**src/rtl/minute_wdt_pkg.sv**
```systemverilog
package minute_wdt_pkg;
    localparam int REG_W = 8;

    localparam logic [1:0] A_TIMEOUT = 2'd0;
    localparam logic [1:0] A_CTRL    = 2'd1;
    localparam logic [1:0] A_RESTART = 2'd2;
    localparam logic [1:0] A_STATUS  = 2'd3;

    typedef enum logic [1:0] {
        WS_IDLE    = 2'd0,
        WS_RUN     = 2'd1,
        WS_EXPIRED = 2'd2
    } wdt_state_e;

    typedef struct packed {
        logic evt_sci;
        logic evt_en;
        logic kbm_en;
        logic ser_en;
    } wdt_ctrl_t;
endpackage

```
**src/rtl/wdt_regs.sv**
```systemverilog
module wdt_regs
    import minute_wdt_pkg::*;
#(
    parameter int CNT_W = 8
) (
    input  logic             clk,
    input  logic             rst_n,
    input  logic             cfg_wr,
    input  logic [1:0]       cfg_addr,
    input  logic [REG_W-1:0] cfg_wdata,
    input  logic             expire,
    input  logic [CNT_W-1:0] count,
    output logic [CNT_W-1:0] timeout,
    output wdt_ctrl_t        ctrl,
    output logic             load_req,
    output logic             sw_restart,
    output logic             evt_sts,
    output logic [REG_W-1:0] rd_data
);
    logic wr_tmo, wr_ctl, wr_sts;

    assign wr_tmo     = cfg_wr && (cfg_addr == A_TIMEOUT);
    assign wr_ctl     = cfg_wr && (cfg_addr == A_CTRL);
    assign wr_sts     = cfg_wr && (cfg_addr == A_STATUS);
    assign load_req   = wr_tmo;
    assign sw_restart = cfg_wr && (cfg_addr == A_RESTART) && cfg_wdata[0];

    always_ff @(posedge clk) begin
        if (!rst_n) begin
            timeout <= '0;
            ctrl    <= '0;
            evt_sts <= 1'b0;
        end else begin
            if (wr_tmo) timeout <= cfg_wdata[CNT_W-1:0];
            if (wr_ctl) ctrl <= wdt_ctrl_t'(cfg_wdata[3:0]);
            if (expire && ctrl.evt_en)      evt_sts <= 1'b1;
            else if (wr_sts && cfg_wdata[0]) evt_sts <= 1'b0;
        end
    end

    always_comb begin
        rd_data = '0;
        unique case (cfg_addr)
            A_TIMEOUT: rd_data[CNT_W-1:0] = timeout;
            A_CTRL:    rd_data[3:0]       = ctrl;
            A_RESTART: rd_data[CNT_W-1:0] = count;
            A_STATUS:  rd_data[0]         = evt_sts;
        endcase
    end
endmodule

```
**src/rtl/wdt_fsm.sv**
```systemverilog
module wdt_fsm
    import minute_wdt_pkg::*;
#(
    parameter int CNT_W = 8
) (
    input  logic             clk,
    input  logic             rst_n,
    input  logic             load_req,
    input  logic [CNT_W-1:0] load_val,
    input  logic             restart,
    input  logic             min_tick,
    input  logic [CNT_W-1:0] timeout,
    output logic [CNT_W-1:0] count,
    output logic             expire
);
    localparam logic [CNT_W-1:0] ONE = CNT_W'(1);

    wdt_state_e       state_q, state_d;
    logic [CNT_W-1:0] cnt_d;

    always_ff @(posedge clk) begin
        if (!rst_n) begin
            state_q <= WS_IDLE;
            count   <= '0;
        end else begin
            state_q <= state_d;
            count   <= cnt_d;
        end
    end

    always_comb begin
        state_d = state_q;
        cnt_d   = count;
        if (load_req) begin
            state_d = (load_val == '0) ? WS_IDLE : WS_RUN;
            cnt_d   = load_val;
        end else begin
            unique case (state_q)
                WS_IDLE: begin
                    cnt_d = '0;
                end
                WS_RUN: begin
                    if (restart) begin
                        cnt_d = timeout;
                    end else if (min_tick) begin
                        cnt_d = count - ONE;
                        if (count == ONE) state_d = WS_EXPIRED;
                    end
                end
                WS_EXPIRED: begin
                    if (restart) begin
                        state_d = WS_RUN;
                        cnt_d   = timeout;
                    end
                end
                default: begin
                    state_d = WS_IDLE;
                    cnt_d   = '0;
                end
            endcase
        end
    end

    always_comb begin
        expire = !load_req && !restart && min_tick
                 && (state_q == WS_RUN) && (count == ONE);
    end
endmodule

```
**src/rtl/wdt_pulse.sv**
```systemverilog
module wdt_pulse #(
    parameter int PULSE_MS = 250
) (
    input  logic clk,
    input  logic rst_n,
    input  logic fire,
    input  logic ms_tick,
    output logic out_n
);
    localparam int PW = $clog2(PULSE_MS + 1);
    localparam logic [PW-1:0] LEN = PW'(PULSE_MS);

    logic [PW-1:0] left_q;

    always_ff @(posedge clk) begin
        if (!rst_n)                           left_q <= '0;
        else if (fire)                        left_q <= LEN;
        else if (ms_tick && left_q != '0)     left_q <= left_q - PW'(1);
    end

    assign out_n = (left_q == '0);
endmodule

```
**src/rtl/minute_wdt.sv**
```systemverilog
module minute_wdt
    import minute_wdt_pkg::*;
#(
    parameter int CNT_W    = 8,
    parameter int PULSE_MS = 250,
    parameter int N_SER    = 2
) (
    input  logic             clk,
    input  logic             rst_n,
    input  logic             min_tick,
    input  logic             ms_tick,
    input  logic [N_SER-1:0] ser_irq,
    input  logic [1:0]       kbm_irq,
    input  logic             cfg_wr,
    input  logic [1:0]       cfg_addr,
    input  logic [7:0]       cfg_wdata,
    output logic [7:0]       rd_data,
    output logic             wdo_n,
    output logic             smi_n,
    output logic             sci_n
);
    logic [CNT_W-1:0] timeout, count;
    wdt_ctrl_t        ctrl;
    logic             load_req, sw_restart, evt_sts, expire, restart;

    assign restart = sw_restart
                   || (ctrl.ser_en && (|ser_irq))
                   || (ctrl.kbm_en && (|kbm_irq));

    wdt_regs #(.CNT_W(CNT_W)) u_regs (
        .clk(clk), .rst_n(rst_n), .cfg_wr(cfg_wr), .cfg_addr(cfg_addr),
        .cfg_wdata(cfg_wdata), .expire(expire), .count(count),
        .timeout(timeout), .ctrl(ctrl), .load_req(load_req),
        .sw_restart(sw_restart), .evt_sts(evt_sts), .rd_data(rd_data)
    );

    wdt_fsm #(.CNT_W(CNT_W)) u_fsm (
        .clk(clk), .rst_n(rst_n), .load_req(load_req),
        .load_val(cfg_wdata[CNT_W-1:0]), .restart(restart),
        .min_tick(min_tick), .timeout(timeout), .count(count),
        .expire(expire)
    );

    wdt_pulse #(.PULSE_MS(PULSE_MS)) u_pulse (
        .clk(clk), .rst_n(rst_n), .fire(expire), .ms_tick(ms_tick),
        .out_n(wdo_n)
    );

    assign smi_n = !(evt_sts && !ctrl.evt_sci);
    assign sci_n = !(evt_sts &&  ctrl.evt_sci);
endmodule

```
**config.mk**
```make
export PLATFORM = sky130hd
export DESIGN_NAME = minute_wdt
export DESIGN_NICKNAME = d
export VERILOG_FILES = /design/src/rtl/minute_wdt_pkg.sv /design/src/rtl/wdt_regs.sv /design/src/rtl/wdt_fsm.sv /design/src/rtl/wdt_pulse.sv /design/src/rtl/minute_wdt.sv
export SDC_FILE = /design/constraint.sdc
export NUM_CORES = 1
export LEC_CHECK = 0
export ABC_AREA = 0
export ABC_CLOCK_PERIOD_IN_PS = 2700
export BUFFER_PORTS_ARGS = -buffer_cell sky130_fd_sc_hd__buf_2
export CAP_MARGIN = 15
export CORE_MARGIN = 1
export CORE_UTILIZATION = 55
export CTS_BUF_LIST = sky130_fd_sc_hd__clkbuf_16
export CTS_CLUSTER_SIZE = 8
export DETAILED_ROUTE_END_ITERATION = 16
export PLACE_DENSITY = 0.78
export SETUP_SLACK_MARGIN = 0.15
export SYNTH_ARGS = -nofsm -noshare
export SYNTH_HDL_FRONTEND = slang
export SYNTH_SLANG_ARGS = --single-unit
export TNS_END_PERCENT = 30
```
**constraint.sdc**
```tcl
create_clock -name clk -period 2.7 [get_ports clk]
set_input_delay 0.675 -clock clk [delete_from_list [all_inputs] [get_ports clk]]
set_output_delay 0.675 -clock clk [all_outputs]
set_load 0.03 [all_outputs]
```
==> results of run 1 <==
[worst min-delay path: cells and delay by family, from the launching register on]
family | cells | cell delay, ns
DFF | 1 | 0.31
AOI/OAI and AO/OA | 1 | 0.06
and+or+nand+nor | 1 | 0.06
[power breakdown]
| group | leakage, nW | internal [mW] | total (mW) | switching [mW] |
|---|---|---|---|---|
| Sequential | 0.252 | 0.516 | 0.572 | 0.0560 |
| Clock | 0.0701 | 0.331 | 0.522 | 0.191 |
| Combinational | 0.538 | 0.181 | 0.422 | 0.241 |
[how the worst max path moves through the flow]
| stage | from | to | slack, ns | cells after the start |
|---|---|---|---|---|
| floorplan | cfg_addr[0] | rd_data[1] | 0.23 | 3 |
| global placement | cfg_addr[0] | u_fsm.count[2] | 0.29 | 6 |
| detailed placement | cfg_addr[0] | u_fsm.count[2] | 0.25 | 6 |
| CTS | cfg_addr[1] | rd_data[0] | 0.32 | 3 |
| global route | u_pulse.left_q[4] | wdo_n | 0.17 | 4 |
| finish | cfg_addr[1] | rd_data[0] | 0.32 | 3 |
[metrics by stage]
| step | cells | cell area, um2 | setup WS, ns | hold WS [ns] |
|---|---|---|---|---|
| 5_1_grt | 293 | 2092 | 0.1659 | 0.5036 |
| 3_5_place_dp | 285 | 1956 | 0.2474 | 0.4713 |
| 4_1_cts | 293 | 2092 | 0.3199 | 0.4778 |
| 2_1_floorplan | 219 | 1778 | 0.2296 | 0.4464 |
| 6_report | 293 | 2092 | 0.3168 | 0.4786 |
| 3_3_place_gp | 285 | 1956 | 0.2936 | 0.4656 |
[registers in the layout, indices dropped and copies added (netlist names)]
register,flops
u_fsm.count,8
u_fsm.state_q,2
u_regs.evt_sts,1
u_regs.timeout,8
u_regs.ctrl,4
u_pulse.left_q,8
[cell type report]
| cell class | instances | share of cell area |
|---|---|---|
| Multi-Input combinational cell | 166 | 0.5102 |
| Sequential cell | 31 | 0.2967 |
| Timing Repair Buffer | 32 | 0.08014 |
| Clock buffer | 5 | 0.05981 |
| Tap cell | 44 | 0.02632 |
| Inverter | 12 | 0.02153 |
| Clock inverter | 3 | 0.005383 |
[layer usage]
layer,wire (um),share of wire,up-vias
met1,1985,0.43,834
met3,397,0.085,6
li1,-,-,842
met2,2216,0.48,67
met5,0,0,-
met4,59,0.013,0
[cells by family (layout without fill, tap and decap cells)]
| logic type | count (synthesis) | count (layout) | share of synthesized area |
|---|---|---|---|
| flops | 31 | 31 | 0.3491 |
| compound gates | 54 | 54 | 0.1851 |
| mux | 14 | 14 | 0.08656 |
| fa+ha+maj | 6 | 6 | 0.04222 |
| xor+xnor | 11 | 11 | 0.05419 |
| simple gates | 81 | 81 | 0.2322 |
| buf+inv | 22 | 52 | 0.05066 |
[layout by cell type (no fill, tap or decap), drive strengths merged, types with 3 or more instances in the layout]
cell     n
nor3     5
nand3    5
xnor2    3
buf     32
nor2    13
or4      3
a31oi    5
a221o    3
o21ai   14
nor3b    3
a22oi    5
nand2   30
and3     5
dfxtp   31
mux2i   12
ha       6
clkbuf   5
nor4     4
inv     13
a21oi   19
xor2     8
nand4    3
==> impl_table.tex, run 1 <==
\begin{tabular}{lr}
\hline
Metric & Value \\
\hline
\multicolumn{2}{l}{\textbf{Setup path}} \\
Critical Path Sink Type & output pin \\
Worst reg-to-reg setup slack & 0.60 ns \\
Element type at the critical path start & input port \\
R2R depth & 5 \\
Worst Path Arrival & 1.71 ns \\
Required time worst endpoint & 2.03 ns \\
R2r startpoint & u\_fsm.count[2] \\
Worst r2r dst & u\_fsm.state\_q[0] \\
Maximum cell stage delay along the critical path & 0.55 ns \\
Critical setup path kind & in -> out \\
Crit path buffers/inverters & 2 \\
CP max stage cell & mux4\_2 \\
CP dominant cell by count & buf\_2 \\
Ordered cell list for the critical path & buf\_2, mux4\_2, buf\_2 \\
Top Family by Delay on Critical Path & multiplexers \\
Top fanout value on the critical path & 14 \\
\multicolumn{2}{l}{\textbf{STA}} \\
Clock Skews & $\sim$0.0046 ns \\
Fin. max-slew vios & 0 \\
Hold Fails Final Rpt & 0 \\
Slew Limit Headroom & 0.6661 \\
Worst-Margin Slew & 0.4962 ns \\
Final clock period utilization by the worst path & 0.8827 \\
Count of endpoints failing setup in the final report & 0 \\
Final critical delay including setup and external delays & between 2 and 2.5 ns \\
Fmax achieved & 0.4196 GHz \\
RSZ-0062 raised after global routing & false \\
Setup TNS after final layout & 0 ns \\
\multicolumn{2}{l}{\textbf{Pwr}} \\
Total power draw & 1.516 mW \\
Static leakage & 0.8602 nW \\
IR drop worst, VDD & 0.4246 mV \\
Power density over cell area & 724.6 nW/um2 \\
\multicolumn{2}{l}{\textbf{Floorplanning}} \\
Die span in x & between 50 and 60 um \\
Die area & 3464 um2 \\
Overall die height & 58.86 um \\
Initial core utilization & 0.5824 \\
Placeable Area & just over 3000 um2 \\
Row cnt & 20 \\
Number of primary I/O pins & 30 \\
\multicolumn{2}{l}{\textbf{Layout}} \\
Final core occ & 0.6852 \\
Layout cells sized above 1 & 0.1807 \\
Antenna Cells & 0 \\
FF+latch area & 620.6 um2 \\
Final net count & 273 \\
Filler instances & 277 \\
Combined area of the multi-input logic cells & 1067 um2 \\
P\&R area growth vs syn & 17.66\% \\
\multicolumn{2}{l}{\textbf{Job}} \\
Total of max-cap violations & 0 \\
\multicolumn{2}{l}{\textbf{Synthesis}} \\
Netlist cell types & between 40 and 50 \\
Top\_reg\_cell synth & dfxtp\_1 \\
Ranking of synthesized cells by instance count & dfxtp\_1 (31), nand2\_1 (30), a21oi\_1 (18), o21ai\_0 (14), nor2\_1 (13) \\
Count of state elements after synthesis & 31 \\
Share of the synthesized area in the top cell type & 0.3490 \\
Synth top area cells & dfxtp\_1 (35\%), mux2i\_1 (6.8\%), nand2\_1 (6.3\%) \\
Seq/Total Area, Yosys & 0.3490 \\
Cell type with the largest total area after synthesis & dfxtp\_1 \\
Post-Syn Nets & approximately 240 \\
Most numerous cell in the Yosys netlist & dfxtp\_1 \\
Async S/R FF share, synth & 0 \\
Netlist area before placement & roughly 1800 um2 \\
Avg Cell Area, Syn & 8.119 um2 \\
Number of synthesized flops with an enable pin & 0 \\
Number of instances in the synthesized netlist & approximately 220 \\
Number of warnings reported in the yosys synthesis log & 0 \\
\multicolumn{2}{l}{\textbf{Clock network}} \\
Resize count post-CTS & 0 \\
Later-pin clock latency in the skew report & 0.28 ns \\
Total number of H-tree levels & 2 \\
CTS Buf Count & 5 \\
Number of buffers inserted by hold repair at cts & 0 \\
CTS tree & done \\
Clock root cell & clkbuf\_16 \\
Post-CTS setup buffer count & 0 \\
Sinks on the clock net & 31 \\
Clock input transition at the sequential cells of the worst setup and hold paths & 0.05 ns \\
Maximum clock insertion buffer count & 2 \\
\multicolumn{2}{l}{\textbf{Route}} \\
1st-pass router iterations & 4 \\
Number of routed nets with antenna violations & 0 \\
DR DRC count & 0 \\
Vias/cell & 5.969 \\
Final wirelength & 4.659 mm \\
Routed length per instance & 15.90 um \\
Detailed Route Iter0 Violations & 119 \\
Detailed-route via count & 1749 \\
\multicolumn{2}{l}{\textbf{Placement}} \\
Number of buffers added on ports & 29 \\
Half-perimeter wire length after detailed placement & between 3 and 4 mm \\
Final estimated routing congestion in global placement & approximately 0.9 \\
\multicolumn{2}{l}{\textbf{Global routing}} \\
Overall overflow remaining after global route & 0 \\
Wire length of the first global-routing pass & between 7 and 8 mm \\
Antenna violations before repair & 0 \\
Met1 track demand over resource & 0.3505 \\
Met3 capacity usage during global routing & 0.07912 \\
Via count of the first global-routing pass & 1602 \\
GRT Resource Usage Total & 0.2880 \\
Global-route track usage on met2 & 0.4643 \\
Global-route layer with the greatest usage & met2 \\
Pin count of the biggest net entering global routing & 15 \\
\multicolumn{2}{l}{\textbf{Outcome}} \\
Run status & finished clean \\
\multicolumn{2}{l}{\textbf{Worst hold path}} \\
Number of cells traversed by the worst hold path & 2 \\
Worst Hold Launch & u\_regs.timeout[4] \\
Worst min-delay path category & reg -> reg \\
Worst Hold Path EP & u\_regs.timeout[4] \\
\hline
\end{tabular}
(Power assumes the default switching activity.)
==> run 2: changes to the inputs <==
- CORE_ASPECT_RATIO: not set -> 1.2
==> impl_table.tex, run 2 (synthesis gave the netlist of run 1 again) <==
\begin{tabular}{lr}
\hline
Metric & Value \\
\hline
\multicolumn{2}{l}{\textbf{Route}} \\
Vias/cell & 5.860 (-1.8\%) \\
Number of routed nets with antenna violations & 0 (unchanged) \\
Final wirelength & 4.162 mm (-11\%) \\
Routed length per instance & 14.55 um (-8.5\%) \\
DR DRC count & 0 (unchanged) \\
1st-pass router iterations & 4 (unchanged) \\
Detailed Route Iter0 Violations & 59 (-50\%) \\
Detailed-route via count & 1676 (-4.2\%) \\
\multicolumn{2}{l}{\textbf{Clock network}} \\
Total number of H-tree levels & 2 (unchanged) \\
CTS Buf Count & 5 (unchanged) \\
Number of buffers inserted by hold repair at cts & 0 (unchanged) \\
Clock root cell & clkbuf\_16 \\
Later-pin clock latency in the skew report & 0.28 ns (about the same) \\
Resize count post-CTS & 0 (unchanged) \\
CTS tree & done \\
Clock input transition at the sequential cells of the worst setup and hold paths & 0.05 ns (about the same) \\
Post-CTS setup buffer count & 0 (unchanged) \\
Maximum clock insertion buffer count & 2 (unchanged) \\
Sinks on the clock net & 31 (unchanged) \\
\multicolumn{2}{l}{\textbf{STA}} \\
Count of endpoints failing setup in the final report & 0 (unchanged) \\
Slew Limit Headroom & 0.6903 (+0.02419) \\
Final critical delay including setup and external delays & 2.331 ns (-0.05264 ns) \\
Fmax achieved & 0.4291 GHz (+2.3\%) \\
Setup TNS after final layout & 0 ns (unchanged) \\
RSZ-0062 raised after global routing & false \\
Fin. max-slew vios & 0 (unchanged) \\
Final clock period utilization by the worst path & 0.8632 (-0.01950) \\
Clock Skews & 0.003161 ns (-0.001436 ns) \\
Worst-Margin Slew & 0.4603 ns (-0.03595 ns) \\
Worst slack on hold paths & 0.4743 ns (-0.004324 ns) \\
Hold Fails Final Rpt & 0 (unchanged) \\
\multicolumn{2}{l}{\textbf{Floorplanning}} \\
Die span in x & 53.90 um (-8.4\%) \\
Overall die height & 64.28 um (+9.2\%) \\
Number of primary I/O pins & 30 (unchanged) \\
Initial core utilization & 0.5767 (-0.005673) \\
Row cnt & 22 (+10\%) \\
Die area & 3465 um2 (about the same) \\
Placeable Area & 3083 um2 (+0.98\%) \\
\multicolumn{2}{l}{\textbf{Placement}} \\
Cell count after placement & 278 (-2.5\%) \\
Half-perimeter wire length after detailed placement & 3.042 mm (-3.8\%) \\
Final estimated routing congestion in global placement & 0.8167 (-8.4\%) \\
Number of buffers added on ports & 29 (unchanged) \\
\multicolumn{2}{l}{\textbf{Setup path}} \\
CP max stage cell & mux4\_2 \\
Required time worst endpoint & 2.03 ns (about the same) \\
Ordered cell list for the critical path & buf\_2, mux4\_2, buf\_2 \\
CP dominant cell by count & buf\_2 \\
Element type at the critical path start & input port \\
Top fanout value on the critical path & 14 (unchanged) \\
Maximum cell stage delay along the critical path & 0.53 ns (-0.02 ns) \\
Critical setup path kind & in -> out \\
Crit path buffers/inverters & 2 (unchanged) \\
Worst Path Arrival & 1.66 ns (-0.05 ns) \\
Top Family by Delay on Critical Path & multiplexers \\
Critical Path Sink Type & output pin \\
\multicolumn{2}{l}{\textbf{Global routing}} \\
GRT Resource Usage Total & 0.2764 (-0.01157) \\
Antenna violations before repair & 0 (unchanged) \\
Pin count of the biggest net entering global routing & 21 (+6) \\
Via count of the first global-routing pass & 1571 (-1.9\%) \\
Wire length of the first global-routing pass & 6.768 mm (-7.5\%) \\
Overall overflow remaining after global route & 0 (unchanged) \\
\multicolumn{2}{l}{\textbf{Layout}} \\
Layout cells sized above 1 & 0.1920 (+0.01128) \\
Most common library cell in the layout ignoring fill and taps & dfxtp\_1 \\
Final core occ & 0.6867 (+0.001442) \\
P\&R area growth vs syn & 19.07\% \\
Post-layout instance count excluding filler cells & 286 (-2.4\%) \\
Biggest registers after layout & u\_fsm.count (8), u\_pulse.left\_q (8), u\_regs.timeout (8) \\
Antenna Cells & 0 (unchanged) \\
Final net count & 274 (+0.37\%) \\
Commonest cells after routing, fill and taps aside & dfxtp\_1 (31), nand2\_1 (30), buf\_2 (29) \\
\multicolumn{2}{l}{\textbf{Worst hold path}} \\
Worst min-delay path category & reg -> reg \\
\multicolumn{2}{l}{\textbf{Pwr}} \\
Static leakage & 0.8766 nW (+1.9\%) \\
Total power draw & 1.599 mW (+5.5\%) \\
Power density over cell area & 755.5 nW/um2 (+4.3\%) \\
IR drop worst, VDD & 0.6298 mV (+48\%) \\
\multicolumn{2}{l}{\textbf{Outcome}} \\
Run status & finished clean \\
\multicolumn{2}{l}{\textbf{Job}} \\
Total of max-cap violations & 0 (unchanged) \\
\hline
\end{tabular}
[run 2: worst register-to-register path: cells and delay by family (launching register included)]
| family | cells | cell delay (ns) |
|---|---|---|
| DFF | 1 | 0.38 |
| and+or+nand+nor | 4 | 1.58 |
[run 2: where the power goes]
| group | switching, mW | internal (mW) |
|---|---|---|
| Combinational | 0.229 | 0.181 |
| Clock | 0.194 | 0.429 |
| Sequential | 0.0508 | 0.516 |
[run 2: area by class of cell]
| cell class | instances | area (um2) |
|---|---|---|
| Sequential cell | 31 | 620.6 |
| Clock inverter | 3 | 38.79 |
| Fill cell | 265 | 965.9 |
| Tap cell | 36 | 45.04 |
| Timing Repair Buffer | 33 | 175.2 |
| Multi-Input combinational cell | 166 | 1067 |
| Inverter | 12 | 45.04 |
| Clock buffer | 5 | 125.1 |
[run 2: path summary, 6_finish.rpt]
| path | startpoint | slack, ns | endpoint | cells past startpoint |
|---|---|---|---|---|
| setup / recovery | cfg_addr[1] | 0.37 | rd_data[0] | 3 |
| hold / removal | u_regs.timeout[4] | 0.47 | u_regs.timeout[4] | 2 |
| setup reg to reg | u_fsm.count[2] | 0.64 | u_pulse.left_q[0] | 4 |
| hold reg to reg | u_regs.timeout[4] | 0.47 | u_regs.timeout[4] | 2 |
[run 2: layer usage]
layer  vias to the layer above  global-route usage  wire length, um
li1                        848                   -                -
met1                       788              0.2984             1764
met2                        32              0.4738             2162
met3                         8             0.07143              147
met4                         0              0.1382               87
met5                         -                   0                0
[run 2: through the flow]
stage / instance area (um2) / setup slack [ns]
after floorplan: 1778 / 0.2296
after global placement: 1953 / 0.3825
after detailed placement: 1953 / 0.3531
after CTS: 2117 / 0.3824
after global routing: 2117 / 0.3115
final: 2117 / 0.3695
